<file path="config.mk">
export PLATFORM = sky130hd
export DESIGN_NAME = frac_tstamp
export DESIGN_NICKNAME = d
export VERILOG_FILES = /design/src/rtl/frac_tstamp_pkg.sv /design/src/rtl/frac_tstamp_ctrl.sv /design/src/rtl/frac_tstamp_dp.sv /design/src/rtl/frac_tstamp.sv
export SDC_FILE = /design/constraint.sdc
export NUM_CORES = 1
export LEC_CHECK = 0
export BUFFER_PORTS_ARGS = -buffer_cell sky130_fd_sc_hd__buf_2
export CORE_UTILIZATION = 45
export CTS_CLUSTER_SIZE = 25
export DETAILED_ROUTE_END_ITERATION = 7
export GPL_TIMING_DRIVEN = 0
export HOLD_SLACK_MARGIN = 0.05
export PLACE_DENSITY = 0.6
export SYNTH_ARGS = -nofsm -noshare
export SYNTH_HDL_FRONTEND = slang
export SYNTH_SLANG_ARGS = --single-unit
</file>
<file path="constraint.sdc">
create_clock -name clk -period 6.3 [get_ports clk]
set_input_delay 0.315 -clock clk [delete_from_list [all_inputs] [get_ports clk]]
set_output_delay 0.315 -clock clk [all_outputs]
set_load 0.005 [all_outputs]
</file>
<file path="src/rtl/frac_tstamp_pkg.sv">
package frac_tstamp_pkg;
  localparam int REG_W = 32;

  localparam logic [7:0] OFF_CNT_LO = 8'h00;
  localparam logic [7:0] OFF_CNT_HI = 8'h04;
  localparam logic [7:0] OFF_NUM    = 8'h10;
  localparam logic [7:0] OFF_DEN    = 8'h14;

  typedef struct packed {
    logic clearAcc;
  } ts_strobe_t;
endpackage

</file>
<file path="src/rtl/frac_tstamp_ctrl.sv">
module frac_tstamp_ctrl
  import frac_tstamp_pkg::*;
#(
  parameter int COUNT_W   = 64,
  parameter int ADDR_W    = 5,
  parameter int RESET_NUM = 4,
  parameter int RESET_DEN = 25
) (
  input  logic               clk,
  input  logic               rstN,
  input  logic               regWrEn,
  input  logic               regRdEn,
  input  logic [ADDR_W-1:0]  regAddr,
  input  logic [REG_W-1:0]   regWrData,
  output logic [REG_W-1:0]   regRdData,
  input  logic [COUNT_W-1:0] count,
  output logic [REG_W-1:0]   numReg,
  output logic [REG_W-1:0]   denReg,
  output ts_strobe_t         strobe
);
  localparam int HI_W = COUNT_W - REG_W;

  logic selLo, selHi, selNum, selDen;
  logic [REG_W-1:0] hiSnap;

  assign selLo  = (regAddr == ADDR_W'(OFF_CNT_LO));
  assign selHi  = (regAddr == ADDR_W'(OFF_CNT_HI));
  assign selNum = (regAddr == ADDR_W'(OFF_NUM));
  assign selDen = (regAddr == ADDR_W'(OFF_DEN));

  // Any ratio write restarts the fraction.
  always_comb begin
    strobe = '0;
    strobe.clearAcc = regWrEn && (selNum || selDen);
  end

  always_ff @(posedge clk) begin
    if (!rstN) begin
      numReg <= REG_W'(RESET_NUM);
      denReg <= REG_W'(RESET_DEN);
    end else if (regWrEn) begin
      if (selNum) numReg <= regWrData;
      if (selDen) denReg <= regWrData;
    end
  end

  // Registered read path; a low-word read snapshots the high word.
  always_ff @(posedge clk) begin
    if (!rstN) begin
      regRdData <= '0;
      hiSnap    <= '0;
    end else if (regRdEn) begin
      if (selLo) begin
        regRdData <= count[REG_W-1:0];
        hiSnap    <= REG_W'(count[REG_W +: HI_W]);
      end else if (selHi) begin
        regRdData <= hiSnap;
      end else if (selNum) begin
        regRdData <= numReg;
      end else if (selDen) begin
        regRdData <= denReg;
      end else begin
        regRdData <= '0;
      end
    end
  end
endmodule

</file>
<file path="src/rtl/frac_tstamp_dp.sv">
module frac_tstamp_dp
  import frac_tstamp_pkg::*;
#(
  parameter int COUNT_W   = 64,
  parameter int RATIO_W   = 12,
  parameter int TICK_PAIR = 375
) (
  input  logic               clk,
  input  logic               rstN,
  input  ts_strobe_t         strobe,
  input  logic [RATIO_W-1:0] num,
  input  logic [RATIO_W-1:0] den,
  input  logic               refTick,
  output logic [COUNT_W-1:0] count
);
  localparam int ACC_W  = RATIO_W + 1;
  localparam int STEP_A = TICK_PAIR / 2;
  localparam int STEP_B = TICK_PAIR - STEP_A;

  logic [ACC_W-1:0]   acc, accSum;
  logic               carry;
  logic [COUNT_W-1:0] expected, expNext, countNext;
  logic               tickPhase, holding, holdNext;

  // Phase accumulator: with num <= den a single subtract keeps acc < den.
  assign accSum = acc + {1'b0, num};
  assign carry  = (accSum >= {1'b0, den});

  always_ff @(posedge clk) begin
    if (!rstN)               acc <= '0;
    else if (strobe.clearAcc) acc <= '0;
    else if (carry)          acc <= accSum - {1'b0, den};
    else                     acc <= accSum;
  end

  // Coarse target and fine-count realignment.
  always_comb begin
    expNext   = expected + (tickPhase ? COUNT_W'(STEP_B) : COUNT_W'(STEP_A));
    countNext = count;
    holdNext  = holding;
    if (refTick) begin
      if (count < expNext) begin
        countNext = expNext;
        holdNext  = 1'b0;
      end else if (count > expNext) begin
        holdNext  = 1'b1;
      end else begin
        countNext = count + COUNT_W'(carry);
        holdNext  = 1'b0;
      end
    end else if (!holding) begin
      countNext = count + COUNT_W'(carry);
    end
  end

  always_ff @(posedge clk) begin
    if (!rstN) begin
      count     <= '0;
      expected  <= '0;
      tickPhase <= 1'b0;
      holding   <= 1'b0;
    end else begin
      count   <= countNext;
      holding <= holdNext;
      if (refTick) begin
        expected  <= expNext;
        tickPhase <= ~tickPhase;
      end
    end
  end
endmodule

</file>
<file path="src/rtl/frac_tstamp.sv">
module frac_tstamp
  import frac_tstamp_pkg::*;
#(
  parameter int COUNT_W   = 64,
  parameter int ADDR_W    = 5,
  parameter int RATIO_W   = 12,
  parameter int RESET_NUM = 4,
  parameter int RESET_DEN = 25,
  parameter int TICK_PAIR = 375
) (
  input  logic               clk,
  input  logic               rstN,
  input  logic               regWrEn,
  input  logic               regRdEn,
  input  logic [ADDR_W-1:0]  regAddr,
  input  logic [31:0]        regWrData,
  output logic [31:0]        regRdData,
  input  logic               refTick,
  output logic [COUNT_W-1:0] count
);
  logic [REG_W-1:0] numReg, denReg;
  ts_strobe_t       strobe;

  frac_tstamp_ctrl #(
    .COUNT_W(COUNT_W), .ADDR_W(ADDR_W),
    .RESET_NUM(RESET_NUM), .RESET_DEN(RESET_DEN)
  ) u_ctrl (
    .clk(clk), .rstN(rstN), .regWrEn(regWrEn), .regRdEn(regRdEn),
    .regAddr(regAddr), .regWrData(regWrData), .regRdData(regRdData),
    .count(count), .numReg(numReg), .denReg(denReg), .strobe(strobe)
  );

  frac_tstamp_dp #(
    .COUNT_W(COUNT_W), .RATIO_W(RATIO_W), .TICK_PAIR(TICK_PAIR)
  ) u_dp (
    .clk(clk), .rstN(rstN), .strobe(strobe),
    .num(numReg[RATIO_W-1:0]), .den(denReg[RATIO_W-1:0]),
    .refTick(refTick), .count(count)
  );
endmodule

</file>
==> impl_metrics.py, run 1 <==
metrics = {
    "yosys": {
        "avgSynthCellArea_um2": 7.91,
        "synth_top_flop_cell": "dfxtp_1",
        "syn_inst": 1989,
        "synthArstFlopShare_pct": 0,
        "ys_seq_area_share_pct": 34.5,
        "syn_area_mm2": 0.0157,
        "synthTopCellsByArea": "dfxtp_1, nand2_1, ha_1",
        "synth_edf_count": 0,
        "syn_nets": 2127,
        "yosysUniqueCellTypes": 72,
        "ys_ff_latch": 271,
        "synth_top_cell_area_share_pct": 34.5,
        "yosys.area.top_type": "dfxtp_1",
        "yosysWarnings": 0,
    },
    "layout": {
        "fin_cells": 2640,
        "n_fill_cell": 3356,
        "final_nets": 2302,
        "drive_above_1_share_pct": 10.8,
        "design_area_mm2": 0.0182,
        "area_growth_pct": 15.5,
        "diodes": 0,
    },
    "power_and_ir_drop": {
        "vdd_drop_max_v": 0.000220,
        "total_power_mw": 6.14,
        "power_leakage_nw": 7.24,
        "power_density_mw_per_mm2": 338,
    },
    "critical_path": {
        "crit_fanout": 10,
        "setup.worst_path.start_class": "flip-flop",
        "worstSetupStartpoint": "u_ctrl.numReg[0]$_SDFFE_PN0P_",
        "rr_startpoint": "u_ctrl.numReg[0]$_SDFFE_PN0P_",
        "crit_required_ns": 6.72,
        "cp-end-kind": "flip-flop",
        "arrival_ns": 6.32,
        "critical_path_class": "reg -> reg",
    },
    "clock_tree": {
        "cts_root_buf": "clkbuf_16",
        "clk_path_buf_depth": 3,
        "clk_latency_ns": 0.53,
        "post_cts_buffers": 0,
        "clkTransAtPathRegs_ns": 0.06,
        "cts_tree": "yes",
        "htreeDepth": 2,
        "numCtsBuffers": 35,
        "cts.sinks": 271,
    },
    "global_routing": {
        "groute.layer.met3.usage_pct": 3.54,
        "use_met1_pct": 40.4,
        "use_met2_pct": 49.6,
        "grt_antenna_before_repair": 0,
        "track_usage_pct": 29.9,
        "grt_first_pass_wirelength_um": 83300,
        "overflow": 0,
        "grt-busiest-layer": "met2",
        "first_global_vias": 14500,
        "grt_max_degree": 12,
    },
    "route": {
        "antenna_left": 0,
        "via_per_inst": 5.78,
        "drt_iter0_markers": 1391,
        "first_pass_iters": 5,
        "vias": 15300,
        "wl_per_cell_um": 20.5,
        "drt_wl_total_um": 54200,
        "drc": 0,
    },
    "hold_path": {
        "hold_start": "regWrData[11]",
        "min_path_type": "in -> reg",
    },
    "die": {
        "start_util_pct": 45.7,
        "core_area_mm2": 0.0345,
        "std_cell_rows": 68,
        "die_h_um": 189,
        "die-area_mm2": 0.0357,
        "die_w_um": 189,
        "io_pins": 138,
    },
    "sta": {
        "min_period_over_period_pct": 93.6,
        "min_period_ns": 5.90,
        "worst_pin_slew_ns": 1.11,
        "max_freq_ghz": 0.170,
        "fin_worst_skew_ns": 0.0229,
        "slew_viol_final": 0,
        "hold_viol": 0,
        "setup_viol": 0,
        "max-slew-margin-rel_pct": 25.6,
    },
    "run": {
        "drv_cap": 0,
    },
    "placed_design": {
        "port_buffers": 135,
        "gp_congestion": 0.922,
        "post-dp-hpwl_um": 41700,
        "place_area_mm2": 0.0170,
        "place_inst": 2579,
    },
    "status": {
        "status": "finished clean",
    },
}
-- per-layer routing --
| metal | wire length, µm | vias to the layer above |
|---|---|---|
| li1 | - | 7323 |
| met4 | 1590 | 0 |
| met5 | 0 | - |
| met2 | 25100 | 591 |
| met3 | 3580 | 94 |
| met1 | 23900 | 7249 |
-- per-stage QoR --
stage          worst slack, ns  setup TNS (ns)  hold WS [ns]  utilization (%)
3_3_place_gp            0.0377               0         0.436             49.3
2_1_floorplan             1.29               0         0.431                -
3_5_place_dp          -0.00894        -0.00894         0.442             49.3
6_report                 0.405               0        0.0476             52.8
5_1_grt               -0.00205        -0.00205        0.0625             52.8
4_1_cts                 0.0471               0        0.0502             52.6
-- critical path, stage by stage, from the launching register on --
cell and delay, ns:
dfxtp_1 0.34, ha_1 0.23, inv_1 0.07, fa_1 0.22, nor2b_1 0.09, o2111a_1 0.27
a2111oi_4 0.44, nand2_1 0.13, a41oi_1 0.26, xnor2_1 0.12, ha_1 0.37, and4_1 0.21
a31oi_1 0.15, nand3_1 0.12, mux2i_1 0.17, o21ai_4 0.35, buf_2 0.33, ha_1 0.25
ha_1 0.24, nand2_2 0.20, clkbuf_2 0.33, nor4_1 0.41, xor2_1 0.19, nor2_1 0.05
a211oi_1 0.22
-- Yosys cell counts, types with 3 or more instances --
cell type and instances:
nor3_2 5, and4_1 10, a21oi_1 148, nor2b_1 6, a21o_1 17, nor2_1 203
and2_1 15, a221oi_1 34, a31oi_1 3, nand4_4 3, fa_1 3, dfxtp_1 271
buf_1 8, a211o_1 3, a22oi_1 32, or2_2 4, o21ai_0 23, xnor2_1 96
o21a_1 12, nor4b_1 3, clkbuf_1 102, mux2i_1 11, nand3_1 79, a211oi_1 37
or3_1 13, nor4_1 18, o211a_1 15, nand4_1 50, nor3_1 70, ha_1 93
o211ai_1 8, inv_1 40, buf_2 8, xor2_1 92, and3_1 40, nand2_1 336
nand2b_1 27, a21boi_0 6
-- cells in the final DEF, fill, tap and decap left out, types with 79 or more instances in the layout --
cell type / synthesis / routed
ha_1: 93 / 93
nor2_1: 203 / 203
nand2_1: 336 / 335
xnor2_1: 96 / 96
xor2_1: 92 / 92
nand3_1: 79 / 79
clkbuf_1: 102 / 109
a21oi_1: 148 / 148
buf_2: 8 / 143
dfxtp_1: 271 / 271
-- report_power, final --
part	switching [mW]	internal [mW]	total (mW)	leakage [nW]
registers	0.310	1.87	2.18	2.20
clock network	0.781	1.20	1.98	0.541
logic	1.16	0.816	1.98	4.50
-- registers in the layout, summed over array words and instances, names as in the netlist --
name / count
u_dp.tickPhase: 1
u_ctrl.hiSnap: 32
u_dp.acc: 13
u_dp.holding: 1
u_dp.count: 64
u_dp.expected: 64
u_ctrl.regRdData: 32
u_ctrl.denReg: 32
u_ctrl.numReg: 32
-- final cells by class --
| type | count | area, µm² | share of cell area (%) |
|---|---|---|---|
| clock inverters | 9 | 130 | 0.716 |
| clock buffers | 49 | 978 | 5.38 |
| plain buffers | 120 | 478 | 2.63 |
| flip-flops and latches | 271 | 5430 | 29.8 |
| repair buffers | 138 | 706 | 3.88 |
| inverters | 41 | 154 | 0.846 |
| well taps | 455 | 569 | 3.13 |
| multi-input cells | 1557 | 9740 | 53.6 |
-- repair_timing --
action / in CTS / in global routing
endpoints found under the hold margin: 4 / 0
hold buffers: 3 / 0
endpoints found under the setup margin: 3 / 51
gates resized for setup: 1 / 9
-- kinds of logic (layout without fill, tap and decap cells) --
family	Yosys count	in the layout	share of synthesized area [%]
compound gates	358	358	15.2
xor+xnor	189	189	10.6
fa+ha+maj	96	96	7.77
buf+inv	161	357	4.00
flops	271	271	34.5
mux	11	11	0.700
simple gates	903	903	27.3
-- final timing paths --
kind	end	slack, ns	depth (start not counted)
min reg2reg	u_ctrl.denReg[28]$_SDFFE_PN0P_	0.45	2
max reg2reg	u_dp.count[56]$_SDFFE_PN0P_	0.40	24
min	u_ctrl.denReg[11]$_SDFFE_PN0P_	0.05	3
max	u_dp.count[56]$_SDFFE_PN0P_	0.40	24
(Power assumes the default switching activity.)
==> run 2, diff against run 1 <==
--- a/config.mk
+++ b/config.mk
@@ -5,13 +5,14 @@
 export SDC_FILE = /design/constraint.sdc
 export NUM_CORES = 1
 export LEC_CHECK = 0
-export BUFFER_PORTS_ARGS = -buffer_cell sky130_fd_sc_hd__buf_2
+export ABC_AREA = 1
 export CORE_UTILIZATION = 45
 export CTS_CLUSTER_SIZE = 25
 export DETAILED_ROUTE_END_ITERATION = 7
+export DONT_BUFFER_PORTS = 1
 export GPL_TIMING_DRIVEN = 0
 export HOLD_SLACK_MARGIN = 0.05
-export PLACE_DENSITY = 0.6
+export PLACE_DENSITY = 0.57
 export SYNTH_ARGS = -nofsm -noshare
 export SYNTH_HDL_FRONTEND = slang
 export SYNTH_SLANG_ARGS = --single-unit
==> run 2 against run 1 <==
Fmax is 0.87% higher. Non-clock buffer count is 113 lower. Clock skew is 0.0029 ns lower. Sequential share of layout area is 2.4 points lower. Combinational power is 34% higher. Clock power is 7% higher. Largest cell class unchanged. First-iteration DRC count is 10% lower. Sequential cell count stayed put. Design area is 8.6% higher. Global-route usage is 7.4 points higher. Total power is 19% higher. Sequential power is 15% higher.
==> impl_metrics.py, run 2 <==
metrics = {
    "layout": {
        "drive_above_1_share_pct": 4.13,
        "area_growth_pct": 12.5,
        "reg_top3": "u_dp.count x64, u_dp.expected x64",
        "final_cell_mix": "nand2_1, nor2_1, inv_1, dfxtp_1, o21ai_0",
        "diodes": 0,
        "final_nets": 2898,
        "final_common_cell": "nand2_1",
        "fin_cells": 3297,
    },
    "yosys": {
        "synthTopCellsByArea": "dfxtp_1, nand2_1, nor2_1",
        "avgSynthCellArea_um2": 6.53,
        "synth_common_cells": "nand2_1, nor2_1, inv_1",
        "synth_compound_area_share_pct": 17.1,
        "syn_inst": 2691,
        "synth-adder-area-share_pct": 6.97,
        "synth_top_flop_cell": "dfxtp_1",
        "syn_nets": 2829,
        "synth_most_common_cell": "nand2_1",
        "yosysWarnings": 0,
        "yosys.area.top_type": "dfxtp_1",
        "ys_seq_area_share_pct": 30.9,
        "syn_area_mm2": 0.0176,
        "synth_top_family_by_area": "simple AND/OR/NAND/NOR gates",
        "synth_top_cell_area_share_pct": 30.9,
        "synthMuxAreaShare_pct": 0,
        "synth_xor_area_share_pct": 6.03,
        "synthArstFlopShare_pct": 0,
        "synth_edf_count": 0,
        "yosysUniqueCellTypes": 45,
        "ys_ff_latch": 271,
        "yosys.area_share.simple_pct": 29.8,
    },
    "critical_path": {
        "critPathSlowestCell": "nor2_1",
        "crit_required_ns": 6.76,
        "cp-end-kind": "flip-flop",
        "r2r_slack_ns": 0.46,
        "arrival_ns": 6.30,
        "crit_fanout": 10,
        "critical_path_class": "reg -> reg",
        "max_stage_delay_ns": 0.42,
        "setup.worst_path.start_class": "flip-flop",
        "cp_common_cell": "nand2_1",
    },
    "route": {
        "drt_iter0_markers": 1248,
        "drt_wl_total_um": 74200,
        "antenna_left": 0,
        "first_pass_iters": 7,
        "wl_per_cell_um": 22.5,
        "vias": 18700,
        "via_per_inst": 5.66,
        "drc": 0,
    },
    "global_routing": {
        "first_global_vias": 17900,
        "grt_first_pass_wirelength_um": 109000,
        "overflow": 0,
        "grt_max_degree": 13,
        "track_usage_pct": 37.3,
        "grt_antenna_before_repair": 0,
    },
    "clock_tree": {
        "cts_tree": "yes",
        "htreeDepth": 2,
        "cts.sinks": 271,
        "cts_root_buf": "clkbuf_16",
        "clkTransAtPathRegs_ns": 0.07,
        "clk_path_buf_depth": 3,
        "numCtsBuffers": 35,
        "clk_latency_ns": 0.56,
    },
    "sta": {
        "min_period_over_period_pct": 92.8,
        "max-slew-margin-rel_pct": 36.7,
        "rsz0062_at_grt": "false",
        "slew_viol_final": 0,
        "worst_pin_slew_ns": 0.949,
        "holdWs_ns": 0.0899,
        "setup_viol": 0,
        "min_period_ns": 5.84,
        "tns_ns": 0,
        "hold_viol": 0,
        "fin_worst_skew_ns": 0.0200,
        "max_freq_ghz": 0.171,
    },
    "power_and_ir_drop": {
        "vdd_drop_max_v": 0.000193,
        "power_leakage_nw": 8.37,
        "power_density_mw_per_mm2": 369,
    },
    "die": {
        "start_util_pct": 46.2,
        "die_h_um": 200,
        "io_pins": 138,
        "die_w_um": 200,
        "die-area_mm2": 0.0398,
        "std_cell_rows": 71,
        "core_area_mm2": 0.0380,
    },
    "hold_path": {
        "min_path_type": "in -> reg",
    },
    "run": {
        "drv_cap": 0,
    },
    "status": {
        "status": "finished clean",
    },
    "placed_design": {
        "port_buffers": 0,
        "place_inst": 3202,
        "gp_congestion": 1.07,
        "post-dp-hpwl_um": 59700,
    },
}
run 2: changes by cell type in the layout (fill, tap and decap cells not counted), moves of 34 or more:
cell / delta
a21oi_1: +64
o211ai_1: +42
nor2_1: +115
and3_1: -40
a221oi_1: -34
xnor2_1: -48
o21ai_0: +198
buf_2: -126
a211oi_1: -36
nand4_1: +57
nand2_1: +326
inv_1: +252
run 2: cells by family after synthesis:
logic type      count (synthesis)
buf+inv                       412
xor+xnor                      121
compound gates                545
simple gates                 1246
fa+ha+maj                      96
flops                         271
run 2: timing repair:
item                                   in CTS  in global routing
setup buffers                               0                  0
setup endpoints to repair                   0                 13
endpoints found under the hold margin      64                  0
resized for setup                           0                 10
hold buffers                               32                  0
run 2: worst max-delay path, delay by kind of cell (launching register included):
family          cells  cell delay, ns
buf+inv             5            0.61
fa+ha+maj           4            1.29
flops               1            0.40
simple gates       16            2.61
compound gates      3            0.56
xor+xnor            2            0.28
run 2: worst paths after layout:
path / start / to / cells past startpoint
hold reg to reg: u_ctrl.denReg[27]$_SDFFE_PN0P_ / u_ctrl.denReg[27]$_SDFFE_PN0P_ / 2
setup reg to reg: u_ctrl.numReg[0]$_SDFFE_PN0P_ / u_dp.count[61]$_SDFFE_PN0P_ / 30
hold / removal: regWrEn / u_ctrl.denReg[3]$_SDFFE_PN1P_ / 3
setup / recovery: u_ctrl.numReg[0]$_SDFFE_PN0P_ / u_dp.count[61]$_SDFFE_PN0P_ / 30
run 2: where the power goes:
part	total [mW]	switching (mW)	leakage [nW]	internal [mW]
clock network	2.11	0.836	0.582	1.27
registers	2.50	0.566	2.21	1.94
logic	2.66	1.75	5.57	0.912
run 2: area by class of cell:
type | count | area [µm²]
well taps | 511 | 639
multi-input cells | 2008 | 10600
plain buffers | 113 | 494
flip-flops and latches | 271 | 5430
repair buffers | 32 | 320
clock buffers | 47 | 991
clock inverters | 16 | 199
inverters | 299 | 1120
fillers | 3985 | 18300
run 2: stage by stage:
stage / cell area, µm² / setup WS (ns) / power [mW] / util (%)
after floorplan: 17600 / 1.60 / 4.13 / -
after global placement: 18200 / 0.107 / 5.06 / 47.9
after detailed placement: 18200 / 0.0393 / 5.10 / 47.9
after CTS: 19700 / 0.0175 / 7.23 / 51.8
after global routing: 19800 / 0.0328 / 7.69 / 51.9
final: 19800 / 0.456 / 7.28 / 51.9
run 2: routing by layer:
metal  wire length (µm)  GRT usage [%]  part of all wire [%]  vias up
met2              35400           65.2                    48      706
met1              29300           42.4                    39     8736
met3               4450           5.28                   6.0      190
met4               5080           24.4                   6.8        0
li1                   -              -                     -     9036
met5                  0              0                     0        -
==> run 3, diff against run 2 <==
--- a/config.mk
+++ b/config.mk
@@ -15,4 +15,5 @@
 export PLACE_DENSITY = 0.57
 export SYNTH_ARGS = -nofsm -noshare
 export SYNTH_HDL_FRONTEND = slang
+export SYNTH_HIERARCHICAL = 1
 export SYNTH_SLANG_ARGS = --single-unit
==> run 3 against run 2 <==
Non-clock buffer count up 27. Die area up 6.4%. Largest power group unchanged. Highest routed layer is now met5. Sequential share of layout area down 1.5 points. Via count up 9.4%. Largest cell class unchanged.
==> impl_metrics.py, run 3 <==
metrics = {
    "global_routing": {
        "track_usage_pct": 37.1,
        "grt_first_pass_wirelength_um": 115000,
        "overflow": 0,
        "grt_antenna_before_repair": 1,
        "first_global_vias": 18200,
        "grt_max_degree": 13,
    },
    "hold_path": {
        "min_to": "u_ctrl/hiSnap[31]$_SDFFE_PN0P_",
        "hold_start": "regRdEn",
        "min_path_type": "in -> reg",
        "worstHoldPathCells": 4,
    },
    "layout": {
        "final_util_pct": 51.0,
        "reg_top3": "u_dp/count x64, u_dp/expected x64",
        "fin_cells": 3575,
        "area_growth_pct": 11.6,
        "drive_above_1_share_pct": 5.52,
        "design_area_mm2": 0.0209,
        "seq_area_mm2": 0.00543,
        "final_cell_mix": "nand2_1, nor2_1, inv_1, dfxtp_1, a21oi_1",
        "multiInputGateArea_mm2": 0.0113,
        "final_nets": 3156,
        "final_common_cell": "nand2_1",
        "n_fill_cell": 4306,
    },
    "clock_tree": {
        "clk_latency_ns": 0.56,
        "cts_tree": "yes",
        "clk_path_buf_depth": 3,
        "clkTransAtPathRegs_ns": 0.06,
        "numCtsBuffers": 35,
        "cts_root_buf": "clkbuf_16",
        "htreeDepth": 2,
        "cts.sinks": 271,
    },
    "yosys": {
        "synth_most_common_cell": "nand2_1",
        "syn_inst": 2946,
        "syn_area_mm2": 0.0187,
        "ys_ff_latch": 271,
        "yosysWarnings": 6,
        "syn_nets": 3084,
        "synth_common_cells": "nand2_1, nor2_1, inv_1",
        "synthTopCellsByArea": "dfxtp_1, nand2_1, nor2_1",
        "synth_edf_count": 0,
        "ys_seq_area_share_pct": 29.0,
        "synth_top_flop_cell": "dfxtp_1",
        "yosys.area.top_type": "dfxtp_1",
        "synthArstFlopShare_pct": 0,
        "avgSynthCellArea_um2": 6.34,
        "synth_top_cell_area_share_pct": 29.0,
        "yosysUniqueCellTypes": 49,
    },
    "critical_path": {
        "rr_startpoint": "u_ctrl/numReg[0]$_SDFFE_PN0P_",
        "max_stage_delay_ns": 0.53,
        "r2r_slack_ns": 0.43,
        "timing.rr.end": "u_dp/count[43]$_SDFFE_PN0P_",
        "crit_required_ns": 6.80,
        "cp-end-kind": "flip-flop",
        "critPathSlowestCell": "dfxtp_1",
        "critical_path_class": "reg -> reg",
        "worstRegToRegCells": 33,
        "cp_common_cell": "nand2_1",
        "worstSetupStartpoint": "u_ctrl/numReg[0]$_SDFFE_PN0P_",
        "arrival_ns": 6.37,
        "setup.worst_path.start_class": "flip-flop",
        "crit_fanout": 11,
    },
    "die": {
        "die_h_um": 206,
        "die-area_mm2": 0.0424,
        "core_area_mm2": 0.0409,
        "die_w_um": 206,
        "io_pins": 138,
        "std_cell_rows": 74,
        "start_util_pct": 45.7,
    },
    "sta": {
        "tns_ns": 0,
        "min_period_over_period_pct": 93.2,
        "worst_pin_slew_ns": 0.827,
        "setup_slack_ns": 0.426,
        "holdWs_ns": 0.152,
        "max-slew-margin-rel_pct": 44.8,
        "fin_worst_skew_ns": 0.0230,
        "slew_viol_final": 0,
        "hold_viol": 0,
        "setup_viol": 0,
        "max_freq_ghz": 0.170,
        "min_period_ns": 5.87,
        "rsz0062_at_grt": "false",
    },
    "route": {
        "wl_per_cell_um": 22.4,
        "first_pass_iters": 6,
        "drt_wl_total_um": 80000,
        "vias": 20400,
        "via_per_inst": 5.71,
        "drt_iter0_markers": 2740,
        "drc": 0,
        "antenna_left": 0,
    },
    "placed_design": {
        "post-dp-hpwl_um": 63600,
        "place_area_mm2": 0.0194,
        "place_inst": 3478,
        "gp_congestion": 0.998,
        "dpl_worst_slack_ns": 0.639,
        "port_buffers": 0,
    },
    "power_and_ir_drop": {
        "vdd_drop_max_v": 0.000306,
        "sw_frac_of_total_pct": 45.0,
        "seqPwrFrac_pct": 34.5,
        "p_sw_mw": 3.42,
        "total_power_mw": 7.59,
        "intPower_mw": 4.17,
        "power_leakage_nw": 9.52,
        "p_clk_share_pct": 26.8,
        "p_comb_share_pct": 38.7,
        "power_density_mw_per_mm2": 364,
    },
    "status": {
        "status": "finished clean",
    },
    "run": {
        "drv_cap": 0,
    },
}
-- run 3: what timing repair did --
action,in CTS,in global routing
resized for setup,0,1
setup buffers,0,0
hold buffers,35,0
endpoints found under the hold margin,64,0
endpoints found under the setup margin,0,1
-- run 3: cell families (layout without fill, tap and decap cells) --
group / after synthesis / count (layout) / synth area share [%]
compound gates: 440 / 440 / 12.4
other cells: 0 / 1 / 0
buf+inv: 481 / 577 / 10.5
xor+xnor: 123 / 123 / 5.84
flops: 271 / 271 / 29.0
fa+ha+maj: 96 / 96 / 6.55
simple gates: 1535 / 1535 / 35.7
-- run 3: power by group through the flow --
stage | clock [mW] | combinational [mW] | sequential (mW)
global route | 2.13 | 3.27 | 2.63
global placement | 0 | 2.77 | 2.63
CTS | 2.06 | 2.85 | 2.59
floorplan | 0 | 2.08 | 2.27
detailed placement | 0 | 2.82 | 2.63
finish | 2.03 | 2.93 | 2.62
-- run 3: layout make-up --
cell class,count,area share (%)
Sequential cell,271,26.0
Antenna cell,1,0.0120
Buffer,137,3.18
Clock buffer,50,4.76
Inverter,344,6.19
Tap cell,532,3.19
Multi-Input combinational cell,2194,54.2
Timing Repair Buffer,35,1.68
Clock inverter,11,0.732
-- run 3: worst max-delay path by stage --
stage	to	slack, ns	cells past startpoint
floorplan	u_dp/count[46]$_SDFFE_PN0P_	2.07	31
global placement	u_dp/count[44]$_SDFFE_PN0P_	0.63	33
detailed placement	u_dp/count[44]$_SDFFE_PN0P_	0.64	33
CTS	u_dp/count[44]$_SDFFE_PN0P_	0.60	33
global route	u_dp/count[43]$_SDFFE_PN0P_	0.02	33
finish	u_dp/count[43]$_SDFFE_PN0P_	0.43	33
-- run 3: routing by layer --
layer	GRT usage, %	routed length [µm]	vias to the layer above
met1	54.4	36400	9400
met3	12.6	10700	129
met4	9.93	1960	2
met5	0	17	-
li1	-	-	9753
met2	50.8	31000	1145
-- run 3: critical path, delay by kind of cell (launching register included) --
family / cells / cell delay [ns]
xor+xnor: 2 / 0.49
flops: 1 / 0.53
compound gates: 2 / 0.31
buf+inv: 8 / 0.86
simple gates: 17 / 2.39
fa+ha+maj: 4 / 1.21
